<file path="src/rtl/rmii_txs_pkg.sv">
package rmii_txs_pkg;

  typedef enum logic [2:0] {
    ST_IDLE,
    ST_PRE,
    ST_SFD,
    ST_DATA,
    ST_GAP
  } txs_state_e;

  typedef enum logic [1:0] {
    LD_PRE,
    LD_SFD,
    LD_DATA
  } txs_load_e;

endpackage

</file>
<file path="src/rtl/rmii_txs_count.sv">
module rmii_txs_count #(
  parameter int W = 6
) (
  input  logic         clk,
  input  logic         rst,
  input  logic         clr,
  input  logic         inc,
  input  logic [W-1:0] limit,
  output logic         hit
);

  logic [W-1:0] cnt;

  always_ff @(posedge clk) begin
    if (rst || clr) begin
      cnt <= '0;
    end else if (inc) begin
      cnt <= cnt + W'(1);
    end
  end

  assign hit = (cnt == limit);

endmodule

</file>
<file path="src/rtl/rmii_txs_shifter.sv">
module rmii_txs_shifter
  import rmii_txs_pkg::*;
#(
  parameter int          BYTE_W  = 8,
  parameter logic [7:0]  PRE_VAL = 8'h55,
  parameter logic [7:0]  SFD_VAL = 8'hD5
) (
  input  logic              clk,
  input  logic              rst,
  input  logic              ld,
  input  txs_load_e         sel,
  input  logic              shift,
  input  logic              clr,
  input  logic [BYTE_W-1:0] s_byte,
  output logic              dib_lo,
  output logic              dib_hi
);

  logic [BYTE_W-1:0] shreg;
  logic [BYTE_W-1:0] ld_val;

  always_comb begin
    case (sel)
      LD_PRE:  ld_val = BYTE_W'(PRE_VAL);
      LD_SFD:  ld_val = BYTE_W'(SFD_VAL);
      default: ld_val = s_byte;
    endcase
  end

  always_ff @(posedge clk) begin
    if (rst || clr) begin
      shreg <= '0;
    end else if (ld) begin
      shreg <= ld_val;
    end else if (shift) begin
      shreg <= {2'b00, shreg[BYTE_W-1:2]};
    end
  end

  assign dib_lo = shreg[0];
  assign dib_hi = shreg[1];

endmodule

</file>
<file path="src/rtl/rmii_txs_ctrl.sv">
module rmii_txs_ctrl
  import rmii_txs_pkg::*;
#(
  parameter int BYTE_W    = 8,
  parameter int PRE_BYTES = 7,
  parameter int GAP_CLKS  = 48
) (
  input  logic      clk,
  input  logic      rst,
  input  logic      s_valid,
  input  logic      s_last,
  output logic      s_ready,
  output logic      dib_en,
  output logic      starved,
  output logic      ld,
  output txs_load_e sel,
  output logic      shift,
  output logic      clr
);

  localparam int DIBITS  = BYTE_W / 2;
  localparam int PH_W    = $clog2(DIBITS);
  localparam int CNT_MAX = (PRE_BYTES > GAP_CLKS) ? PRE_BYTES : GAP_CLKS;
  localparam int CNT_W   = $clog2(CNT_MAX + 1);
  localparam logic [PH_W-1:0] PH_END = PH_W'(DIBITS - 1);
  localparam logic [PH_W-1:0] PH_PRE = PH_W'(DIBITS - 2);
  localparam int LOW_W   = $clog2(GAP_CLKS + 1);

  txs_state_e      st, st_n;
  logic [PH_W-1:0] phase, ph_n;
  logic            act_n, rdy_n, starve_n, is_last, last_n;
  logic            cnt_clr, cnt_inc, cnt_hit;
  logic [CNT_W-1:0] cnt_lim;

  assign cnt_lim = (st == ST_PRE) ? CNT_W'(PRE_BYTES - 1) : CNT_W'(GAP_CLKS - 1);

  rmii_txs_count #(.W(CNT_W)) u_cnt (
    .clk   (clk),
    .rst   (rst),
    .clr   (cnt_clr),
    .inc   (cnt_inc),
    .limit (cnt_lim),
    .hit   (cnt_hit)
  );

  always_comb begin
    st_n     = st;
    ph_n     = phase;
    act_n    = dib_en;
    rdy_n    = 1'b0;
    starve_n = 1'b0;
    last_n   = is_last;
    ld       = 1'b0;
    sel      = LD_PRE;
    shift    = 1'b0;
    clr      = 1'b0;
    cnt_clr  = 1'b0;
    cnt_inc  = 1'b0;
    case (st)
      ST_IDLE: begin
        if (s_valid) begin
          st_n    = ST_PRE;
          ph_n    = '0;
          act_n   = 1'b1;
          ld      = 1'b1;
          cnt_clr = 1'b1;
        end
      end
      ST_GAP: begin
        if (cnt_hit) begin
          if (s_valid) begin
            st_n    = ST_PRE;
            ph_n    = '0;
            act_n   = 1'b1;
            ld      = 1'b1;
            cnt_clr = 1'b1;
          end else begin
            st_n = ST_IDLE;
          end
        end else begin
          cnt_inc = 1'b1;
        end
      end
      default: begin
        if (phase != PH_END) begin
          ph_n  = phase + PH_W'(1);
          shift = 1'b1;
          if (phase == PH_PRE) begin
            rdy_n = (st == ST_SFD) || ((st == ST_DATA) && !is_last);
          end
        end else begin
          ph_n = '0;
          if (st == ST_PRE) begin
            ld = 1'b1;
            if (cnt_hit) begin
              st_n = ST_SFD;
              sel  = LD_SFD;
            end else begin
              cnt_inc = 1'b1;
            end
          end else if ((st == ST_DATA) && is_last) begin
            act_n   = 1'b0;
            clr     = 1'b1;
            st_n    = ST_GAP;
            cnt_clr = 1'b1;
          end else if (s_valid) begin
            ld     = 1'b1;
            sel    = LD_DATA;
            last_n = s_last;
            st_n   = ST_DATA;
          end else begin
            act_n    = 1'b0;
            clr      = 1'b1;
            starve_n = 1'b1;
            st_n     = ST_GAP;
            cnt_clr  = 1'b1;
          end
        end
      end
    endcase
  end

  always_ff @(posedge clk) begin
    if (rst) begin
      st      <= ST_IDLE;
      phase   <= '0;
      dib_en  <= 1'b0;
      s_ready <= 1'b0;
      starved <= 1'b0;
      is_last <= 1'b0;
    end else begin
      st      <= st_n;
      phase   <= ph_n;
      dib_en  <= act_n;
      s_ready <= rdy_n;
      starved <= starve_n;
      is_last <= last_n;
    end
  end

  // Gap watch: low-run length since the line last went quiet.
  logic [LOW_W-1:0] low_cnt;
  logic             had_frame;

  always_ff @(posedge clk) begin
    if (rst) begin
      low_cnt   <= '0;
      had_frame <= 1'b0;
    end else begin
      had_frame <= had_frame | dib_en;
      if (dib_en) begin
        low_cnt <= '0;
      end else if (low_cnt != LOW_W'(GAP_CLKS)) begin
        low_cnt <= low_cnt + LOW_W'(1);
      end
    end
  end

  p_ready_last_dibit_r5: assert property (@(posedge clk) disable iff (rst)
    s_ready |-> (dib_en && phase == PH_END));

  p_ready_single_r5: assert property (@(posedge clk) disable iff (rst)
    s_ready |=> !s_ready);

  p_last_no_ready_r6: assert property (@(posedge clk) disable iff (rst)
    (st == ST_DATA && is_last) |-> !s_ready);

  p_underrun_pulse_r8: assert property (@(posedge clk) disable iff (rst)
    starved |-> (!dib_en && $past(s_ready) && !$past(s_valid)));

  p_gap_min_r7: assert property (@(posedge clk) disable iff (rst)
    ($rose(dib_en) && had_frame) |-> (low_cnt >= LOW_W'(GAP_CLKS)));

endmodule

</file>
<file path="src/rtl/rmii_tx_serializer.sv">
module rmii_tx_serializer
  import rmii_txs_pkg::*;
#(
  parameter int         BYTE_W    = 8,
  parameter int         PRE_BYTES = 7,
  parameter int         GAP_CLKS  = 48,
  parameter logic [7:0] PRE_VAL   = 8'h55,
  parameter logic [7:0] SFD_VAL   = 8'hD5
) (
  input  logic              clk,
  input  logic              rst,
  input  logic [BYTE_W-1:0] s_byte,
  input  logic              s_valid,
  input  logic              s_last,
  output logic              s_ready,
  output logic              dib_lo,
  output logic              dib_hi,
  output logic              dib_en,
  output logic              starved
);

  logic      ld, shift, clr;
  txs_load_e sel;

  rmii_txs_ctrl #(
    .BYTE_W    (BYTE_W),
    .PRE_BYTES (PRE_BYTES),
    .GAP_CLKS  (GAP_CLKS)
  ) u_ctrl (
    .clk     (clk),
    .rst     (rst),
    .s_valid (s_valid),
    .s_last  (s_last),
    .s_ready (s_ready),
    .dib_en  (dib_en),
    .starved (starved),
    .ld      (ld),
    .sel     (sel),
    .shift   (shift),
    .clr     (clr)
  );

  rmii_txs_shifter #(
    .BYTE_W  (BYTE_W),
    .PRE_VAL (PRE_VAL),
    .SFD_VAL (SFD_VAL)
  ) u_shift (
    .clk    (clk),
    .rst    (rst),
    .ld     (ld),
    .sel    (sel),
    .shift  (shift),
    .clr    (clr),
    .s_byte (s_byte),
    .dib_lo (dib_lo),
    .dib_hi (dib_hi)
  );

  p_idle_quiet_r2: assert property (@(posedge clk) disable iff (rst)
    !dib_en |-> (!dib_lo && !dib_hi));

  p_preamble_start_r3: assert property (@(posedge clk) disable iff (rst)
    $rose(dib_en) |-> ({dib_hi, dib_lo} == PRE_VAL[1:0]));

endmodule

</file>
<file path="config.mk">
export PLATFORM = sky130hd
export DESIGN_NAME = rmii_tx_serializer
export DESIGN_NICKNAME = d
export VERILOG_FILES = /design/src/rtl/rmii_txs_pkg.sv /design/src/rtl/rmii_txs_count.sv /design/src/rtl/rmii_txs_shifter.sv /design/src/rtl/rmii_txs_ctrl.sv /design/src/rtl/rmii_tx_serializer.sv
export SDC_FILE = /design/constraint.sdc
export NUM_CORES = 1
export LEC_CHECK = 0
export BUFFER_PORTS_ARGS = -buffer_cell sky130_fd_sc_hd__buf_4
export CAP_MARGIN = 30
export CORE_UTILIZATION = 49
export CTS_CLUSTER_SIZE = 20
export DETAILED_ROUTE_END_ITERATION = 7
export GPL_TIMING_DRIVEN = 0
export PLACE_DENSITY = 0.69
export SLEW_MARGIN = 5
export SYNTH_ARGS = -nofsm -noshare
export SYNTH_HDL_FRONTEND = slang
export SYNTH_SLANG_ARGS = --single-unit
</file>
<file path="constraint.sdc">
create_clock -name clk -period 2.7 [get_ports clk]
set_input_delay 0.54 -clock clk [delete_from_list [all_inputs] [get_ports clk]]
set_output_delay 0.54 -clock clk [all_outputs]
set_load 0.05 [all_outputs]
</file>
== Word level (Yosys, flattened, before mapping) ==
Index checks and enable logic that the tools add are counted.
Operators by class
  add/subtract/negate cells: 2
  eq/ne operators: 14
  multiplexer cells: 48
  bitwise operators: 5
  reduce and logical (&&, ||, !) cells: 15
Operators with widths (number)
  2-to-1 mux 1 bit: 23
  2-to-1 mux 3 bit: 7
  2-to-1 mux 2 bit: 8
  2-to-1 mux 8 bit: 2
  one-hot mux 8 bit (2 select lines): 1
  one-hot mux 1 bit (2 select lines): 4
  AND reduction 4 bit: 2
  adder 6 x 1 -> 6 bit, second input constant: 1
  == test 3 x 2 -> 1 bit, second input constant: 2
  == test 6 bit: 1
  2-to-1 mux 6 bit: 1
  inequality test 3 bit, second input constant: 2
  one-hot mux 3 bit (2 select lines): 1
  OR reduction 6 bit: 1
  NOT 1 bit: 5
  AND reduction 5 bit: 1
  OR reduction 5 bit: 1
  inequality test 2 bit, second input constant: 2
  inequality test 4 x 1 -> 1 bit, second input constant: 1
  one-hot mux 2 bit (2 select lines): 1
  == test 3 x 1 -> 1 bit, second input constant: 1
  == test 3 bit, second input constant: 1
  logical NOT 3 bit: 1
  logical OR 1 bit: 3
  10 further kinds: 11
Word-level totals
  register bits after elaboration: 23
  input port bits: 12
  output and inout bits: 5
  word-level logic and storage cells: 92

== Logic depth before layout (Yosys ltp) ==
Gate-level depths: netlist (run 1).
  depth in word-level cells: 10
  mapped depth: 7
  gate-level depth less buffers: 6

== Hierarchy ==
Synthesis (run 1) repeated with hierarchy kept, for this count alone.
Unflattened totals
  cells, all modules: 151
  area, all modules: 1282.5 um^2
By module, submodules not included
  rmii_txs_ctrl: instances 1, cells each 76, area each 569.3 um^2, sequential area each 180.2 um^2
  rmii_txs_shifter: instances 1, cells each 41, area each 400.4 um^2, sequential area each 160.2 um^2
  rmii_txs_count: instances 1, cells each 34, area each 312.8 um^2, sequential area each 120.1 um^2

== Worst setup path after synthesis (run 1) ==
No wires, ideal clock.
  path type: input to register
  start: input s_valid
  end: register u_ctrl.u_cnt.cnt[0]
  setup time: 0.132 ns
  arrival: 1.540 ns
  required time: 2.568 ns
  slack: 1.028 ns
  stages on the path: 5
  buffers on the path: 1
  path through: buf_2 -> mux2_2 -> o21ai_2 -> a31o_2 -> a311oi_1
Between the ends
  cells in the longest elaborated chain, start to end: 6
  elaborated cells between the ends (all ways): 8
  those cells by class: mux (7); reduce/logical (1)
Ends and longest elaborated chain
  start: declaration: RTL line rmii_tx_serializer.sv:13  | input logic s_valid,
  2-to-1 mux 1 bit: RTL line rmii_txs_ctrl.sv:106  | end else if (s_valid) begin
  2-to-1 mux 1 bit: RTL line rmii_txs_ctrl.sv:101  | end else if ((st == ST_DATA) && is_last) begin
  2-to-1 mux 1 bit: RTL line rmii_txs_ctrl.sv:93  | if (st == ST_PRE) begin
  2-to-1 mux 1 bit: RTL line rmii_txs_ctrl.sv:85  | if (phase != PH_END) begin
  one-hot mux 1 bit (2 select lines) *: RTL line rmii_txs_ctrl.sv:59  | case (st)
  logical OR 1 bit *: RTL line rmii_txs_count.sv:15  | if (rst || clr) begin
  end signal: assignment: RTL line rmii_txs_count.sv:18  | cnt <= cnt + W'(1);
  end: declaration: RTL line rmii_txs_count.sv:12  | logic [W-1:0] cnt;
Every way passes the cells marked *; elsewhere a longest branch is shown, timed or not.
A chain may end at the register's enable or synchronous reset.

== Worst setup path in the final report (run 1) ==
  start: register u_ctrl.phase[0]
  end: register u_shift.shreg[0]
Between the ends
  cells in the longest elaborated chain, start to end: 6
  elaborated cells between the ends (all ways): 15
  those cells by class: eq/ne (2); mux (10); reduce/logical (3)
Ends and longest elaborated chain
  start: declaration: RTL line rmii_txs_ctrl.sv:30  | logic [PH_W-1:0] phase, ph_n;
  start signal: assignment: RTL line rmii_txs_ctrl.sv:133  | phase <= ph_n;
  inequality test 2 bit *: RTL line rmii_txs_ctrl.sv:85
  2-to-1 mux 2 bit: RTL line rmii_txs_ctrl.sv:85
  2-to-1 mux 2 bit: RTL line rmii_txs_ctrl.sv:59
  == test 2 x 1 -> 1 bit or logical NOT 2 bit (tied branches): RTL line rmii_txs_shifter.sv:23  | case (sel)
  one-hot mux 8 bit (2 select lines): RTL line rmii_txs_shifter.sv:23
  2-to-1 mux 8 bit: RTL line rmii_txs_shifter.sv:33  | end else if (ld) begin
  end signal: assignment: RTL line rmii_txs_shifter.sv:34  | shreg <= ld_val;
  end signal: assignment: RTL line rmii_txs_shifter.sv:36  | shreg <= {2'b00, shreg[BYTE_W-1:2]};
  end: declaration: RTL line rmii_txs_shifter.sv:19  | logic [BYTE_W-1:0] shreg;
Marks and branches as above.

==> metrics.csv, run 1 <==
metric;value;unit
fmax;0.521;GHz
p_sw;382;µW
synthFlopType;dfxtp_1;
gp_congestion;0.802;
synth_simple_gate_area_share;25.1;%
grt.total_usage;22.8;%
rows;18;
pwr-share-clk;16.8;%
synth_compound_area_share;25.8;%
pwr-share-comb;39.6;%
syn-mean-instance-area;8.77;µm²
tns;0;ns
cp_max_fo;10;
clkLatencyLatePin;0.32;ns
finalMaxSlewViolations;0;
p_int;601;µW
yosys_warnings;0;
worstPathRequired;2.95;ns
drive_gt1_share;24.7;%
period_share;71.0;%
synth-seq-cells;23;
dieArea;0.00284;mm²
tritoncts;done;
worstPathArrival;2.17;ns
cts_hold_buf;0;
cts_buffer_depth;2;
p_per_area;670;mW/mm²
crit_path_end_kind;flop;
hold_class;in -> reg;
synthArstFlopShare;0;%
drv_cap;0;
synth_adder_area_share;2.91;%
grt_pass1_vias;1056;
clk_pin_slew_worst_paths;0.13;ns
dieWidth;53.3;µm
p_sw_share;38.8;%
hpwl;2.07;mm
numCtsBuffers;3;
grt_max_degree;14;
synthCells;147;
power.leakage;0.589;nW
relSlewSlack;52.5;%
synth_edf_count;0;
clock-sinks;23;
syn_area;0.00129;mm²
cts_resized;0;
ir_worst_vdd;430;µV
seq_power_share;43.6;%
wl;2.83;mm
drtPass1Iterations;4;
post_cts_buffers;0;
nets;182;
timing_worst_setup_path_type;reg -> reg;
overflow;0;
antenna_found_initial;0;
wire_per_inst;14.5;µm
hold_viol;0;
ant_nets;0;
ioPinCount;17;
muxShareOfSynthArea;4.76;%
period_needed;1.92;ns
status;completed;
syn_to_final_growth;13.8;%
cp-start-kind;flop;
worst_pin_slew;0.710;ns
start_util;52.0;%
synth_xor_xnor_area_share;1.36;%
core_area;0.00248;mm²
htree_levels;1;
die-height;53.3;µm
setup_viol;0;
vias;1163;
cts-root-buf;clkbuf_4;
fin_skew;0.00181;ns
synth_top_family_by_area;compound AO/OA/AOI/OAI gates;
drcViolationCount;0;
avgViaCountPerCell;5.93;
utilization;59.2;%
rsz0062_at_grt;no;
antenna_cells;0;
ys_types;51;
synth_seq_area_share;35.7;%
syn-num-nets;162;
io_buffers;15;
grt_pass1_wl;4.71;mm
drtIter0Drc;22;
[power by group through the flow]
stage	logic [mW]	registers, mW	clock network [mW]
detailed placement	0.386	0.436	0
CTS	0.388	0.428	0.170
global placement	0.376	0.432	0
finish	0.389	0.428	0.165
global route	0.425	0.435	0.179
floorplan	0.261	0.467	0
[cell usage in the layout, fill, tap and decap left out, types with 2 or more instances in the layout]
cell type  Yosys  final
dfxtp_1       23     23
nor2_1        17     17
buf_4          0     15
nand2_1       12     12
a21oi_1       11     11
inv_1          6      6
buf_2          5      5
mux2i_1        5      5
o21ai_0        4      4
a31oi_1        4      4
nand4_1        4      4
a211oi_1       3      3
a221oi_2       3      3
a22oi_1        3      3
ha_1           3      3
clkbuf_4       0      3
clkbuf_1       2      2
or3b_1         2      2
a31o_2         2      2
o2111a_1       2      2
and3_1         2      2
nor3_1         2      2
nand2b_1       2      2
[sequential cells by signal (all words and copies together) (netlist names)]
register,cells
u_shift.shreg,8
u_ctrl.u_cnt.cnt,6
u_ctrl.st,3
u_ctrl.phase,2
u_ctrl.dib_en,1
u_ctrl.is_last,1
u_ctrl.s_ready,1
u_ctrl.starved,1
[stage by stage]
stage	power, mW	hold WS, ns	std cells	setup slack [ns]	cell area, µm²
finish	0.982	0.443	196	0.782	1470
global route	1.04	0.475	196	0.627	1470
CTS	0.986	0.442	196	0.786	1470
detailed placement	0.822	0.464	192	0.672	1440
global placement	0.807	0.452	192	0.728	1440
floorplan	0.728	0.442	147	1.03	1290
[synthesized netlist by cell type (2+ instances only)]
| master | count | area, µm² |
|---|---|---|
| o21ai_0 | 4 | 20.0 |
| clkbuf_1 | 2 | 7.51 |
| buf_2 | 5 | 25.0 |
| nand2b_1 | 2 | 12.5 |
| or3b_1 | 2 | 17.5 |
| a31o_2 | 2 | 17.5 |
| a221oi_2 | 3 | 45.0 |
| nand4_1 | 4 | 25.0 |
| a31oi_1 | 4 | 25.0 |
| dfxtp_1 | 23 | 460 |
| a211oi_1 | 3 | 22.5 |
| o2111a_1 | 2 | 22.5 |
| nor2_1 | 17 | 63.8 |
| a22oi_1 | 3 | 22.5 |
| nand2_1 | 12 | 45.0 |
| mux2i_1 | 5 | 50.1 |
| and3_1 | 2 | 12.5 |
| nor3_1 | 2 | 10.0 |
| ha_1 | 3 | 37.5 |
| a21oi_1 | 11 | 55.1 |
| inv_1 | 6 | 22.5 |
[routing by layer]
| metal | routed length, µm | vias to the layer above | global-route usage (%) |
|---|---|---|---|
| li1 | - | 587 | - |
| met1 | 1360 | 539 | 30.6 |
| met2 | 1290 | 30 | 35.2 |
| met3 | 128 | 7 | 2.87 |
| met4 | 55 | 0 | 11.0 |
| met5 | 0 | - | 0 |
[area by class of cell]
cell class / instances / area (µm²)
flip-flops and latches: 23 / 460
multi-input cells: 111 / 773
fillers: 228 / 1010
clock inverters: 1 / 5.00
well taps: 30 / 37.5
clock buffers: 3 / 22.5
inverters: 6 / 22.5
repair buffers: 15 / 113
plain buffers: 7 / 32.5
[worst max-delay path, stage by stage (launching register included)]
cell and delay, ns:
dfxtp_1 0.36, ha_1 0.25, buf_2 0.19, nor2_1 0.57
a21oi_1 0.18, a221oi_2 0.28
[final timing paths]
check	from	cells after the start	end	slack (ns)
setup / recovery	u_ctrl.phase[0]	5	u_shift.shreg[0]	0.78
hold / removal	s_last	3	u_ctrl.is_last	0.44
setup reg to reg	u_ctrl.phase[0]	5	u_shift.shreg[0]	0.78
hold reg to reg	u_shift.shreg[7]	2	u_shift.shreg[7]	0.48
[cell families after synthesis]
family	count (synthesis)
multiplexers	6
XOR/XNOR	2
flip-flops	23
AO/OA/AOI/OAI	43
adder cells (fa/ha/maj)	3
buffers and inverters	13
AND/OR/NAND/NOR	57
Note: power is estimated with default switching activity, not from simulation.
==> run 2: changes to the inputs <==
--- a/config.mk
+++ b/config.mk
@@ -5,13 +5,14 @@
 export SDC_FILE = /design/constraint.sdc
 export NUM_CORES = 1
 export LEC_CHECK = 0
+export ABC_AREA = 1
 export BUFFER_PORTS_ARGS = -buffer_cell sky130_fd_sc_hd__buf_4
 export CAP_MARGIN = 30
 export CORE_UTILIZATION = 49
 export CTS_CLUSTER_SIZE = 20
 export DETAILED_ROUTE_END_ITERATION = 7
 export GPL_TIMING_DRIVEN = 0
-export PLACE_DENSITY = 0.69
+export PLACE_DENSITY = 0.72
 export SLEW_MARGIN = 5
 export SYNTH_ARGS = -nofsm -noshare
 export SYNTH_HDL_FRONTEND = slang
==> constraint.sdc (replaced) <==
create_clock -name clk -period 1.7 [get_ports clk]
set_input_delay 0.34 -clock clk [delete_from_list [all_inputs] [get_ports clk]]
set_output_delay 0.34 -clock clk [all_outputs]
set_load 0.05 [all_outputs]
==> run 2 against run 1 <==
Net effect:
- worst setup slack got worse by 0.66 ns
- sequential cell count did not move
- via count is 2.6% higher
- register-to-register slack worse by 0.66 ns
- worst hold slack got worse by 0.23 ns
- global-route usage down 2.0 points
- highest routed layer unchanged
- clock-buffer cell count is 1 higher
- first-iteration DRC count is 50% higher
- critical path type unchanged
- core utilization increased by 0.57 points
- critical endpoint is now u_ctrl.u_cnt.cnt[5]
- final cell count grew 17%
- wire length decreased by 8.5%
- clock power rose by 55%
==> metrics.csv, run 2 <==
metric;value;unit
core_area;0.00250;mm²
numCtsBuffers;3;
finalMaxSlewViolations;0;
status;completed;
p_int;797;µW
synth_seq_area_share;35.3;%
crit_path_end_kind;flop;
seq_power_share;48.9;%
cts-root-buf;clkbuf_4;
hold_class;in -> reg;
stdcell_count;230;
cp.buffers_inverters;1;
slowest_delay;0.51;ns
ant_nets;0;
cp_max_fo;9;
pwr-share-comb;30.5;%
synth_edf_count;0;
grt_max_degree;13;
cts_hold_buf;0;
rsz0062_at_grt;no;
largest_reg_flops;8;
fill_cells;243;
syn_area;0.00131;mm²
start_util;52.2;%
final_cell_mix;34 x nand2_1, 22 x nor2_1, 21 x inv_1, 21 x dfxtp_1, 16 x buf_4;
worstPathRequired;1.91;ns
multi_input_area;736;µm²
drtPass1Iterations;4;
power.leakage;0.647;nW
top_regs;u_shift.shreg (8), u_ctrl.u_cnt.cnt (6), u_ctrl.st (3);
synthFlopType;dfxtp_1;
tns;0;ns
grt_pass1_vias;1024;
yosys.area.top_type;dfxtp_1;
dieWidth;53.6;µm
fin_skew;0.0100;ns
antenna_found_initial;0;
dieArea;0.00287;mm²
avgViaCountPerCell;5.19;
syn-num-nets;195;
grt_pass1_wl;4.28;mm
ys_types;28;
synth-seq-cells;23;
regArea;463;µm²
grtUsageMet2;33.3;%
synthCells;180;
pwr-share-clk;20.6;%
crit_slowest_cell;dfxtp_1;
use_met3;2.54;%
setup_viol;0;
post-synth-top-count-cell;nand2_1;
path_cells;nand2_2, o21ai_2, nand4_2, nand2_4, inv_2, nand2_4, o21bai_1, nor2_2;
wire_per_inst;11.3;µm
cts_resized;0;
drcViolationCount;0;
cpMostUsedCell;nand2_4;
post_cts_buffers;0;
cts_buffer_depth;2;
drive_gt1_share;28.0;%
timing_worst_setup_path_type;reg -> reg;
grt_busiest_layer;met2;
io_buffers;16;
synthArstFlopShare;0;%
tritoncts;done;
overflow;0;
hpwl;1.98;mm
drtIter0Drc;33;
p_sw;447;µW
wl;2.59;mm
period_share;92.5;%
ir_worst_vdd;612;µV
cp_top_family;simple AND/OR/NAND/NOR gates;
antenna_cells;0;
htree_levels;1;
worstPathArrival;1.79;ns
grt.total_usage;20.7;%
synth_area_leaders;dfxtp_1 35%, nand2_1 9.8%, nor2_1 6.3%;
clock-sinks;23;
use_met1;26.8;%
yosys_warnings;0;
clkLatencyLatePin;0.31;ns
hold_viol;0;
syn_to_final_growth;14.5;%
relSlewSlack;80.8;%
dp_cells;226;
synth_common_cells;34 x nand2_1, 23 x dfxtp_1, 22 x nor2_1;
mostFrequentLayoutCell;nand2_1;
drv_cap;0;
rows;18;
nets;216;
p_per_area;833;mW/mm²
cp-start-kind;flop;
period_needed;1.57;ns
syn-mean-instance-area;7.25;µm²
die-height;53.6;µm
worst_pin_slew;0.287;ns
vias;1193;
clk_pin_slew_worst_paths;0.12;ns
ioPinCount;17;
synthDominantCellAreaShare;35.3;%
top_register;u_shift.shreg;
fmax;0.636;GHz
rrSetupSlack;0.13;ns
gp_congestion;0.897;
p_sw_share;36.0;%
==> run 2: changes by cell type in the layout (fill, tap and decap cells not counted), moves of 5 or more <==
cell	before	now
nand2_1	12	34
inv_1	6	21
inv_2	0	7
nand2_2	0	6
nand3_1	1	7
buf_2	5	0
mux2i_1	5	0
nor2_1	17	22
==> run 2: power by group through the flow <==
stage               Clock, mW  Combinational [mW]  Sequential, mW
floorplan                   0               0.251           0.647
global placement            0               0.369           0.616
detailed placement          0               0.376           0.619
CTS                     0.265               0.377           0.606
global route            0.284               0.418           0.615
finish                  0.256               0.380           0.608
==> run 2: area by class of cell <==
type                       instances  area share [%]
timing repair buffer              16            8.04
tap                               30            2.51
inverter                          29            7.45
multi-input combinational        128            49.2
sequential                        23            31.0
clock buffer                       4            1.76
==> run 2: cells by family after synthesis <==
family          count (synthesis)  synth area share [%]
xor+xnor                        3                  2.01
simple gates                   97                  40.8
flops                          23                  35.3
buf+inv                        29                  8.53
compound gates                 25                  10.5
fa+ha+maj                       3                  2.88
==> run 2: layer usage <==
layer  vias to the layer above  share of wire (%)
li1                        615                  -
met1                       555                 48
met2                        21                 48
met3                         2                3.5
met4                         0               0.42
met5                         -                  0
==> run 2: final timing paths <==
kind,depth (start not counted),to,from
worst max-delay path,8,u_ctrl.u_cnt.cnt[5],u_ctrl.st[1]
worst min-delay path,2,u_ctrl.st[2],rst
worst max register to register,8,u_ctrl.u_cnt.cnt[5],u_ctrl.st[1]
worst min register to register,2,u_ctrl.dib_en,u_ctrl.dib_en
==> run 2: per-stage QoR <==
| step | worst slack [ns] | cell area (µm²) | power [mW] | hold slack, ns | util [%] |
|---|---|---|---|---|---|
| floorplan | 0.320 | 1310 | 0.898 | 0.409 | - |
| detailed placement | 0.123 | 1460 | 0.995 | 0.447 | 58.5 |
| global placement | 0.158 | 1460 | 0.985 | 0.442 | 58.5 |
| CTS | 0.106 | 1490 | 1.25 | 0.201 | 59.6 |
| global route | 0.00689 | 1490 | 1.32 | 0.196 | 59.8 |
| finish | 0.127 | 1490 | 1.24 | 0.214 | 59.8 |
==> run 3: changes to the inputs <==
--- a/config.mk
+++ b/config.mk
@@ -12,7 +12,7 @@
 export CTS_CLUSTER_SIZE = 20
 export DETAILED_ROUTE_END_ITERATION = 7
 export GPL_TIMING_DRIVEN = 0
-export PLACE_DENSITY = 0.72
+export PLACE_DENSITY = 0.69
 export SLEW_MARGIN = 5
 export SYNTH_ARGS = -nofsm -noshare
 export SYNTH_HDL_FRONTEND = slang
==> constraint.sdc (replaced) <==
create_clock -name clk -period 1.5 [get_ports clk]
set_input_delay 0.3 -clock clk [delete_from_list [all_inputs] [get_ports clk]]
set_output_delay 0.3 -clock clk [all_outputs]
set_load 0.05 [all_outputs]
==> run 3 against run 2 <==
Net effect:
- global-route usage increased by 0.059 points
- final cell count rose by 7.0%
- clock power rose by 19%
- clock skew is 0.0067 ns lower
- non-clock buffer count rose by 16
- wire length rose by 15%
- die area unchanged
- register-to-register slack got worse by 0.11 ns
- sequential power increased by 14%
- worst hold slack lost 0.070 ns
- design area up 15%
- sequential cell count stayed put
- critical endpoint is now u_shift.shreg[2]
==> metrics.csv, run 3 (synthesis results as in run 2) <==
metric;value;unit
dieWidth;53.6;µm
drive_gt1_share;38.0;%
fmax;0.676;GHz
core_area;0.00250;mm²
period_share;98.6;%
rrSetupSlack;0.02;ns
tritoncts;done;
finalPower;1.52;mW
regArea;473;µm²
cp_max_fo;6;
grt_pass1_vias;1016;
antenna_cells;0;
wire_per_inst;12.1;µm
hold_class;in -> reg;
drtIter0Drc;24;
period_needed;1.48;ns
overflow;0;
hold_viol;0;
crit_path_end_kind;flop;
worstPathArrival;1.72;ns
fin_skew;0.00336;ns
io_buffers;16;
status;completed;
setup_slack;0.0212;ns
multi_input_area;832;µm²
whs_endpoint;u_ctrl.st[1];
worstPathRequired;1.74;ns
mostFrequentLayoutCell;buf_4;
syn_to_final_growth;32.0;%
nets;232;
drtPass1Iterations;4;
rsz0062_at_grt;yes;
htree_levels;1;
final_cell_mix;32 x buf_4, 30 x nand2_1, 21 x inv_1;
clkLatencyLatePin;0.32;ns
worst_pin_slew;0.263;ns
rows;18;
ff2ff_path_depth;10;
ir_worst_vdd;621;µV
hpwl;1.96;mm
cts_buffer_depth;2;
ant_nets;0;
drv_cap;0;
finalMaxSlewViolations;0;
fill_cells;210;
timing_worst_setup_path_type;reg -> reg;
dieArea;0.00287;mm²
largest_reg_flops;8;
relSlewSlack;82.3;%
gp_congestion;0.849;
dpl-instance-area;0.00146;mm²
power.leakage;0.740;nW
dpl_worst_slack;-0.0652;ns
worstReg2RegEnd;u_shift.shreg[2];
whs;0.144;ns
p_per_area;881;mW/mm²
cts-root-buf;clkbuf_4;
vias;1276;
min_path_cells;2;
design_area;0.00172;mm²
antenna_found_initial;0;
grt.total_usage;20.8;%
clock-sinks;23;
wl;2.98;mm
die-height;53.6;µm
clk_pin_slew_worst_paths;0.13;ns
ioPinCount;17;
grt_pass1_wl;4.25;mm
avgViaCountPerCell;5.19;
setup_viol;0;
drcViolationCount;0;
start_util;52.2;%
numCtsBuffers;3;
top_register;u_shift.shreg;
top_regs;u_shift.shreg (8), u_ctrl.u_cnt.cnt (6), u_ctrl.st (3);
r2r_start;u_ctrl.st[2];
grt_max_degree;13;
min_from;rst;
cp-start-kind;flop;
==> run 3: cell count changes in the layout (fill, tap and decap cells not counted), sizes merged <==
cell  delta
buf     +16
==> run 3: power breakdown <==
part / switching (mW) / internal, mW / leakage, nW
logic: 0.324 / 0.195 / 0.535
clock network: 0.200 / 0.104 / 0.0150
registers: 0.0396 / 0.656 / 0.190
==> run 3: layout make-up <==
| class | count | area share (%) |
|---|---|---|
| flip-flops and latches | 23 | 27.5 |
| multi-input cells | 128 | 48.3 |
| inverters | 29 | 6.61 |
| well taps | 30 | 2.18 |
| clock buffers | 4 | 1.53 |
| repair buffers | 32 | 13.9 |
==> run 3: worst max path at each step <==
| stage | from | slack (ns) | endpoint |
|---|---|---|---|
| after global routing | u_ctrl.st[2] | -0.04 | u_shift.shreg[2] |
| after detailed placement | u_ctrl.phase[1] | -0.07 | u_ctrl.st[1] |
| after global placement | u_ctrl.phase[1] | -0.05 | u_ctrl.st[1] |
| after CTS | u_ctrl.st[2] | 0.009 | u_ctrl.u_cnt.cnt[5] |
| final | u_ctrl.st[2] | 0.02 | u_shift.shreg[2] |
| after floorplan | u_ctrl.phase[1] | 0.12 | u_ctrl.u_cnt.cnt[5] |
==> run 3: what timing repair did <==
item / in CTS / in global routing
setup endpoints to repair: 10 / 10
cloned: 0 / 0
hold buffers: 0 / 0
pin swaps: 2 / 9
buffers inserted: 2 / 14
gates resized for setup: 9 / 19
endpoints found under the hold margin: 0 / 0
==> run 3: routing by layer <==
layer  global-route usage [%]  wire length [µm]  up-vias
met5                        0                 0        -
met4                     11.4               106        0
met3                     2.82               138       10
met2                     35.0              1490       36
met1                     25.3              1250      581
li1                         -                 -      649
==> run 3: per-stage QoR <==
step                std cells  TNS (ns)  utilization, %
global placement          226    -0.148            58.5
CTS                       232         0            61.5
global route              246    -0.124            68.9
floorplan                 180         0               -
detailed placement        226    -0.251            58.5
finish                    246         0            68.9
==> run 3: critical path: stages, from the launching register on <==
cell and delay (ns):
dfxtp_4 0.40, inv_4 0.05, nand2_2 0.10, o21ai_4 0.09, inv_2 0.08, nand3_4 0.08, nor2_4 0.19, inv_2 0.07
or2_0 0.22, nand3_1 0.08, inv_1 0.03
